**src/rtl/flash_bus_pkg.sv**
```systemverilog
`timescale 1ns/1ps
package flash_bus_pkg;

    localparam int ADDR_W = 18;
    localparam int DATA_W = 16;
    localparam int BYTE_W = DATA_W / 2;
    localparam int STAT_W = 8;

    typedef enum logic [1:0] {
        SRC_ARRAY  = 2'd0,
        SRC_STATUS = 2'd1,
        SRC_IDENT  = 2'd2,
        SRC_RSVD   = 2'd3
    } rd_src_e;

    typedef struct packed {
        logic ce_n;
        logic oe_n;
        logic we_n;
        logic rp_n;
        logic x16;
    } pin_ctl_t;

    localparam int CTL_W = $bits(pin_ctl_t);
    localparam pin_ctl_t CTL_IDLE = '{ce_n: 1'b1, oe_n: 1'b1, we_n: 1'b1,
                                      rp_n: 1'b1, x16: 1'b1};

    function automatic logic is_read(input pin_ctl_t c);
        return c.rp_n && !c.ce_n && !c.oe_n;
    endfunction

    function automatic logic is_write(input pin_ctl_t c);
        return c.rp_n && !c.ce_n && !c.we_n && c.oe_n;
    endfunction

    function automatic logic [BYTE_W-1:0] ident_code(
        input logic sel_dev, input logic [BYTE_W-1:0] mfr,
        input logic [BYTE_W-1:0] dev);
        return sel_dev ? dev : mfr;
    endfunction

endpackage

```
**src/rtl/fbi_sync.sv**
```systemverilog
`timescale 1ns/1ps
module fbi_sync #(
    parameter int W = 1,
    parameter int STAGES = 2,
    parameter logic [W-1:0] RST_VAL = '0
) (
    input  logic         clk,
    input  logic         rst,
    input  logic [W-1:0] d,
    output logic [W-1:0] q
);
    logic [W-1:0] stage [STAGES];

    always_ff @(posedge clk) begin
        if (rst) stage[0] <= RST_VAL;
        else     stage[0] <= d;
    end

    for (genvar i = 1; i < STAGES; i++) begin : g_stage
        always_ff @(posedge clk) begin
            if (rst) stage[i] <= RST_VAL;
            else     stage[i] <= stage[i-1];
        end
    end

    assign q = stage[STAGES-1];
endmodule

```
**src/rtl/fbi_wr_capture.sv**
```systemverilog
`timescale 1ns/1ps
module fbi_wr_capture
    import flash_bus_pkg::*;
(
    input  logic              clk,
    input  logic              rst,
    input  pin_ctl_t          ctl,
    input  logic [ADDR_W-1:0] addr_s,
    input  logic [DATA_W-1:0] dq_s,
    output logic              cmd_valid,
    output logic [ADDR_W-1:0] cmd_addr,
    output logic              cmd_lane_hi,
    output logic [DATA_W-1:0] cmd_data
);
    logic wr_act, wr_prev;

    assign wr_act = is_write(ctl);

    always_ff @(posedge clk) begin
        if (rst) begin
            wr_prev     <= 1'b0;
            cmd_valid   <= 1'b0;
            cmd_addr    <= '0;
            cmd_lane_hi <= 1'b0;
            cmd_data    <= '0;
        end else begin
            wr_prev   <= wr_act;
            cmd_valid <= wr_prev && !wr_act && ctl.rp_n;
            if (wr_act) begin
                cmd_addr <= addr_s;
                if (ctl.x16) begin
                    cmd_lane_hi <= 1'b0;
                    cmd_data    <= dq_s;
                end else begin
                    cmd_lane_hi <= dq_s[DATA_W-1];
                    cmd_data    <= {{BYTE_W{1'b0}}, dq_s[BYTE_W-1:0]};
                end
            end
        end
    end

    assert_one_cycle_pulse_R6: assert property (@(posedge clk) disable iff (rst)
        cmd_valid |=> !cmd_valid);
    assert_pulse_needs_power_R1: assert property (@(posedge clk) disable iff (rst)
        cmd_valid |-> $past(ctl.rp_n));
    assert_pulse_after_write_R6: assert property (@(posedge clk) disable iff (rst)
        cmd_valid |-> $past(wr_prev));
endmodule

```
**src/rtl/fbi_read_path.sv**
```systemverilog
`timescale 1ns/1ps
module fbi_read_path
    import flash_bus_pkg::*;
#(
    parameter logic [BYTE_W-1:0] MFR_CODE = 8'h20,
    parameter logic [BYTE_W-1:0] DEV_CODE = 8'h96
) (
    input  logic              clk,
    input  logic              rst,
    input  pin_ctl_t          ctl,
    input  logic [ADDR_W-1:0] addr_s,
    input  logic              lane_hi,
    input  rd_src_e           src,
    input  logic [DATA_W-1:0] array_rdata,
    input  logic [STAT_W-1:0] status_in,
    output logic [DATA_W-1:0] dq_out,
    output logic              dq_oe_lo,
    output logic              dq_oe_hi
);
    logic              rd_en, rd_prev, rd_first;
    logic [STAT_W-1:0] stat_hold, stat_now;
    logic [BYTE_W-1:0] id_byte, arr_byte;

    assign rd_en    = is_read(ctl);
    assign rd_first = rd_en && !rd_prev;

    always_ff @(posedge clk) begin
        if (rst) begin
            rd_prev   <= 1'b0;
            stat_hold <= '0;
        end else begin
            rd_prev <= rd_en;
            if (rd_first) stat_hold <= status_in;
        end
    end

    assign stat_now = rd_first ? status_in : stat_hold;
    assign id_byte  = ident_code(addr_s[0], MFR_CODE, DEV_CODE);
    assign arr_byte = lane_hi ? array_rdata[DATA_W-1:BYTE_W]
                              : array_rdata[BYTE_W-1:0];

    always_comb begin
        dq_out = '0;
        unique case (src)
            SRC_STATUS: dq_out[BYTE_W-1:0] = stat_now;
            SRC_IDENT:  dq_out[BYTE_W-1:0] = id_byte;
            default: begin
                if (ctl.x16) dq_out = array_rdata;
                else         dq_out[BYTE_W-1:0] = arr_byte;
            end
        endcase
    end

    assign dq_oe_lo = rd_en;
    assign dq_oe_hi = rd_en && ctl.x16;

    assert_hi_needs_lo_R5: assert property (@(posedge clk) disable iff (rst)
        dq_oe_hi |-> dq_oe_lo);
    assert_status_frozen_R7: assert property (@(posedge clk) disable iff (rst)
        (rd_en && rd_prev) |=> (!rd_en || !rd_prev || $stable(stat_hold)));
    assert_standby_float_R2: assert property (@(posedge clk) disable iff (rst)
        ctl.ce_n |-> !dq_oe_lo && !dq_oe_hi);
endmodule

```
**src/rtl/flash_bus_if.sv**
```systemverilog
`timescale 1ns/1ps
module flash_bus_if
    import flash_bus_pkg::*;
#(
    parameter logic [7:0] MFR_CODE = 8'h20,
    parameter logic [7:0] DEV_CODE = 8'h96
) (
    input  logic        clk,
    input  logic        rst,
    input  logic        ce_n,
    input  logic        oe_n,
    input  logic        we_n,
    input  logic        rp_n,
    input  logic        x16_sel,
    input  logic [17:0] addr_in,
    input  logic [15:0] dq_in,
    input  logic [1:0]  rd_src,
    input  logic [15:0] array_rdata,
    input  logic [7:0]  status_in,
    output logic [17:0] arr_addr,
    output logic        arr_lane_hi,
    output logic [15:0] dq_out,
    output logic        dq_oe_lo,
    output logic        dq_oe_hi,
    output logic        cmd_valid,
    output logic [17:0] cmd_addr,
    output logic        cmd_lane_hi,
    output logic [15:0] cmd_data
);
    localparam int BUS_W = ADDR_W + DATA_W;

    pin_ctl_t          ctl_raw, ctl_s;
    logic [CTL_W-1:0]  ctl_q;
    logic [BUS_W-1:0]  bus_q;
    logic [ADDR_W-1:0] addr_s;
    logic [DATA_W-1:0] dq_s;
    logic              lane_hi_s;

    assign ctl_raw = '{ce_n: ce_n, oe_n: oe_n, we_n: we_n, rp_n: rp_n, x16: x16_sel};

    fbi_sync #(.W(CTL_W), .STAGES(2), .RST_VAL(CTL_IDLE)) u_ctl_sync (
        .clk(clk), .rst(rst), .d(ctl_raw), .q(ctl_q));

    fbi_sync #(.W(BUS_W), .STAGES(2), .RST_VAL('0)) u_bus_sync (
        .clk(clk), .rst(rst), .d({addr_in, dq_in}), .q(bus_q));

    assign ctl_s     = pin_ctl_t'(ctl_q);
    assign addr_s    = bus_q[BUS_W-1:DATA_W];
    assign dq_s      = bus_q[DATA_W-1:0];
    assign lane_hi_s = !ctl_s.x16 && dq_s[DATA_W-1];

    assign arr_addr    = addr_s;
    assign arr_lane_hi = lane_hi_s;

    fbi_read_path #(.MFR_CODE(MFR_CODE), .DEV_CODE(DEV_CODE)) u_read (
        .clk(clk), .rst(rst), .ctl(ctl_s), .addr_s(addr_s),
        .lane_hi(lane_hi_s), .src(rd_src_e'(rd_src)),
        .array_rdata(array_rdata), .status_in(status_in),
        .dq_out(dq_out), .dq_oe_lo(dq_oe_lo), .dq_oe_hi(dq_oe_hi));

    fbi_wr_capture u_write (
        .clk(clk), .rst(rst), .ctl(ctl_s), .addr_s(addr_s), .dq_s(dq_s),
        .cmd_valid(cmd_valid), .cmd_addr(cmd_addr),
        .cmd_lane_hi(cmd_lane_hi), .cmd_data(cmd_data));

    assert_powerdown_float_R1: assert property (@(posedge clk) disable iff (rst)
        !ctl_s.rp_n |-> !dq_oe_lo && !dq_oe_hi);
    assert_byte_mode_hi_off_R5: assert property (@(posedge clk) disable iff (rst)
        !ctl_s.x16 |-> !dq_oe_hi);
    assert_no_drive_on_write_R3: assert property (@(posedge clk) disable iff (rst)
        ctl_s.oe_n |-> !dq_oe_lo);
    assert_reset_quiet_R9: assert property (@(posedge clk)
        $past(rst) |-> !cmd_valid && !dq_oe_lo);
endmodule

```
**config.mk**
```make
export PLATFORM = sky130hd
export DESIGN_NAME = flash_bus_if
export DESIGN_NICKNAME = d
export VERILOG_FILES = /design/src/rtl/flash_bus_pkg.sv /design/src/rtl/fbi_sync.sv /design/src/rtl/fbi_wr_capture.sv /design/src/rtl/fbi_read_path.sv /design/src/rtl/flash_bus_if.sv
export SDC_FILE = /design/constraint.sdc
export NUM_CORES = 1
export LEC_CHECK = 0
export CORE_MARGIN = 3
export CORE_UTILIZATION = 41
export CTS_BUF_LIST = sky130_fd_sc_hd__clkbuf_16
export DETAILED_ROUTE_END_ITERATION = 8
export GPL_TIMING_DRIVEN = 0
export PLACE_DENSITY = 0.74
export SYNTH_ARGS = -nofsm -noshare
export SYNTH_HDL_FRONTEND = slang
export SYNTH_HIERARCHICAL = 1
export SYNTH_SLANG_ARGS = --single-unit
```
**constraint.sdc**
```tcl
create_clock -name clk -period 1.6 [get_ports clk]
set_input_delay 0.32 -clock clk [delete_from_list [all_inputs] [get_ports clk]]
set_output_delay 0.32 -clock clk [all_outputs]
set_load 0.1 [all_outputs]
```
==> impl_metrics.ini <==
[floorplanning]
fp.dieW_um = 109.6
io-pin-count = 140
die_h_um = 109.6
row_count = 37
initial_core_util_pct = 42.47
die-area_um2 = 12020
core_area_um2 = 10370

[yosys]
synth_area_leaders = dfxtp_1 (56%), mux2i_1 (12%), nor2b_1 (10%), nand2b_1 (8.7%), nand3b_1 (1.5%)
avgSynthCellArea_um2 = 11.32
syn-cell-area_um2 = 4404
synth_xor_area_share_pct = 0
syn_inst = 389
synth_cell_types = 26
synthArstFlopShare_pct = 0
yosysSeqAreaShare_pct = 56.36
syn-num-nets = 458
synthFlopType = dfxtp_1
yosysTopAreaCell = dfxtp_1
synth-compound-area-share_pct = 1.420
yosys.area_share.simple_pct = 25.68
netlist_top_cells_count = dfxtp_1 (124), nor2b_1 (71), nand2b_1 (61)
synthMuxAreaShare_pct = 11.59
synth_most_common_cell = dfxtp_1
synth-adder-area-share_pct = 0.5682
ys_warn_count = 6
synth_top_family_by_area = simple AND/OR/NAND/NOR gates
synth.top_cell.area_share_pct = 56.36
synth_edf_count = 0
ys_ff_latch = 124

[timing]
max_freq_ghz = 0.4479
fin_crit_ps = 2233
clock_skew_ps = 7.443
rsz0062_at_grt = true
slew_violations = 0
max-slew-margin-rel_pct = 65.62
tightest_slew_ps = 515.7
finalWorstSetupSlack_ps = -632.6
fin_crit_sh_pct = 139.5
finalHoldViolCount = 0
setup_viol = 17

[worst_setup_path]
start_kind = register
crit_path_max_fanout = 8
cp_cell_sequence = nor4b_4, buf_6, mux2i_4, o22ai_4, buf_12
end_kind = primary output
r2r_cells = 6
r2r_end = u_read/stat_hold[3]$_SDFF_PP0_
worstPathRequired_ps = 1280
crit_slowest_cell = dfxtp_2
slowest_delay_ps = 350
worstSetupPathType = register to primary output
r2r_slack_ps = 10
cp.arrival_ps = 1910
regToRegStartpoint = u_ctl_sync/stage[1][4]$_SDFF_PP1_

[global_route]
overflow = 0
grtUsageTotal_pct = 18.48
grt_pass1_vias = 3381
grt_start_max_net_pins = 18
grt_pass1_wl_um = 16880
antenna_found_initial = 0

[power_and_ir_drop]
p_leak_nw = 2.740
vdd_drop_max_mv = 0.7424
pwr-share-seq_pct = 39.2
power.density_nw_per_um2 = 1165
combPwrFrac_pct = 14.2
p_sw_w = 0.002084
internal_power_w = 0.006131
p_sw_share_pct = 25.36
total_power_w = 0.008214
clkPwrFrac_pct = 46.6

[cts]
htree_levels = 4
cts_inserted_buffers = 17
clock_latency_ps = 400
root_buffer = clkbuf_16
hold_buffers = 0
clock-sinks = 124
cts.clk_slew.worst_paths_ps = 60
clock_path_buffers = 2
cts_tree = built

[run_status]
run_status = finished with violations
violations = negative setup slack

[final_layout]
nets = 630
final_cells = 709
insertedDiodeCount = 0
syn_to_final_growth_pct = 60.09
drive_gt1_share_pct = 32.11

[route]
drc = 0
routed_wl_um = 11300
vias = 3276
drtIter0Drc = 51
drt-wirelength-per-cell_um = 15.94
detail_route.first_pass.iterations = 4
viasPerCell = 4.621
ant_nets = 0

[worst_hold_path]
hold_path_class = input pin to register
min_from = rst
hold_end = u_ctl_sync/stage[1][3]$_SDFF_PP1_
hold_depth = 2

[place]
dp_cells = 664
hpwlAfterDp_um = 7289
io_buffers = 139
routabilityCongestion = 0.7216

[run]
max_cap_viol_count = 0
-- cells by family after synthesis --
family / count (synthesis)
AOI/OAI and AO/OA: 8
adders and majority gates: 2
buffers and inverters: 27
DFF: 124
muxes: 51
and+or+nand+nor: 177
-- area by class of cell --
class,count,area [µm²]
Clock buffer,17,425.4
Fill cell,757,3319
Timing Repair Buffer,153,1429
Buffer,24,217.7
Tap cell,136,170.2
Sequential cell,124,2495
Multi-Input combinational cell,238,2126
Clock inverter,14,171.4
Inverter,3,16.27
-- critical path, delay by kind of cell (launching register included) --
family / cells / cell delay, ps
AO/OA/AOI/OAI: 1 / 120
buffers and inverters: 2 / 450
flip-flops: 1 / 350
multiplexers: 1 / 330
AND/OR/NAND/NOR: 1 / 260
-- placed cells by master, fill, tap and decap left out, drive strengths merged, types with 5 or more instances in the layout --
cell type,n
nand3b,9
clkinv,6
clkdlybuf4s50,63
buf,103
o221ai,5
nor2,8
or2,10
dfxtp,124
mux2i,51
nand2b,61
clkbuf,28
and3,8
nor2b,72
inv,5
-- worst max-delay path by stage --
stage	from	end	slack, ps	cells after the start
floorplan	u_ctl_sync/stage[1][0]$_SDFF_PP1_	dq_out[2]	-680	5
global placement	rd_src[0]	dq_out[2]	-2300	8
detailed placement	rd_src[0]	dq_out[2]	-2360	8
CTS	u_ctl_sync/stage[1][3]$_SDFF_PP1_	dq_out[4]	-640	5
global route	u_ctl_sync/stage[1][4]$_SDFF_PP1_	dq_out[2]	-700	5
finish	u_ctl_sync/stage[1][4]$_SDFF_PP1_	dq_out[6]	-630	5
-- power by group through the flow --
stage | logic, W | clock network [W] | registers [W]
after floorplan | 0.000518 | 0 | 0.00342
after global placement | 0.000978 | 0 | 0.00328
after detailed placement | 0.000990 | 0 | 0.00329
after CTS | 0.00111 | 0.00390 | 0.00322
after global routing | 0.00121 | 0.00404 | 0.00323
final | 0.00117 | 0.00383 | 0.00322
-- timing repair --
item | CTS | global route
cloned | 1 | 0
setup endpoints to repair | 110 | 43
setup buffers | 8 | 5
pin swaps | 9 | 6
resized for setup | 488 | 33
-- state kept, by name, indices dropped and copies added, names as in the netlist --
| register | cells |
|---|---|
| u_bus_sync/stage | 68 |
| u_ctl_sync/stage | 10 |
| u_read/rd_prev | 1 |
| u_read/stat_hold | 8 |
| u_write/cmd_addr | 18 |
| u_write/cmd_data | 16 |
| u_write/cmd_lane_hi | 1 |
| u_write/cmd_valid | 1 |
| u_write/wr_prev | 1 |
-- per-stage QoR --
| step | util (%) | setup slack (ps) | hold WS (ps) | setup TNS, ps | area, µm² |
|---|---|---|---|---|---|
| 3_3_place_gp | 59.07 | -2304 | 385.9 | -64300 | 6126 |
| 4_1_cts | 66.70 | -641.3 | 405.5 | -5080 | 6917 |
| 2_1_floorplan | - | -678.6 | 383.2 | -5899 | 4564 |
| 5_1_grt | 67.99 | -704.3 | 388.0 | -6175 | 7051 |
| 3_5_place_dp | 59.07 | -2361 | 393.1 | -70880 | 6126 |
| 6_report | 67.99 | -632.6 | 371.3 | -5024 | 7051 |
-- routing by layer --
metal,up-vias,GRT usage (%),wire length (µm)
met3,16,4.698,612
met5,-,0,0
met1,1554,19.83,4333
met2,92,33.91,6182
li1,1614,-,-
met4,0,8.281,169
Power figures use the tool's default switching activity.
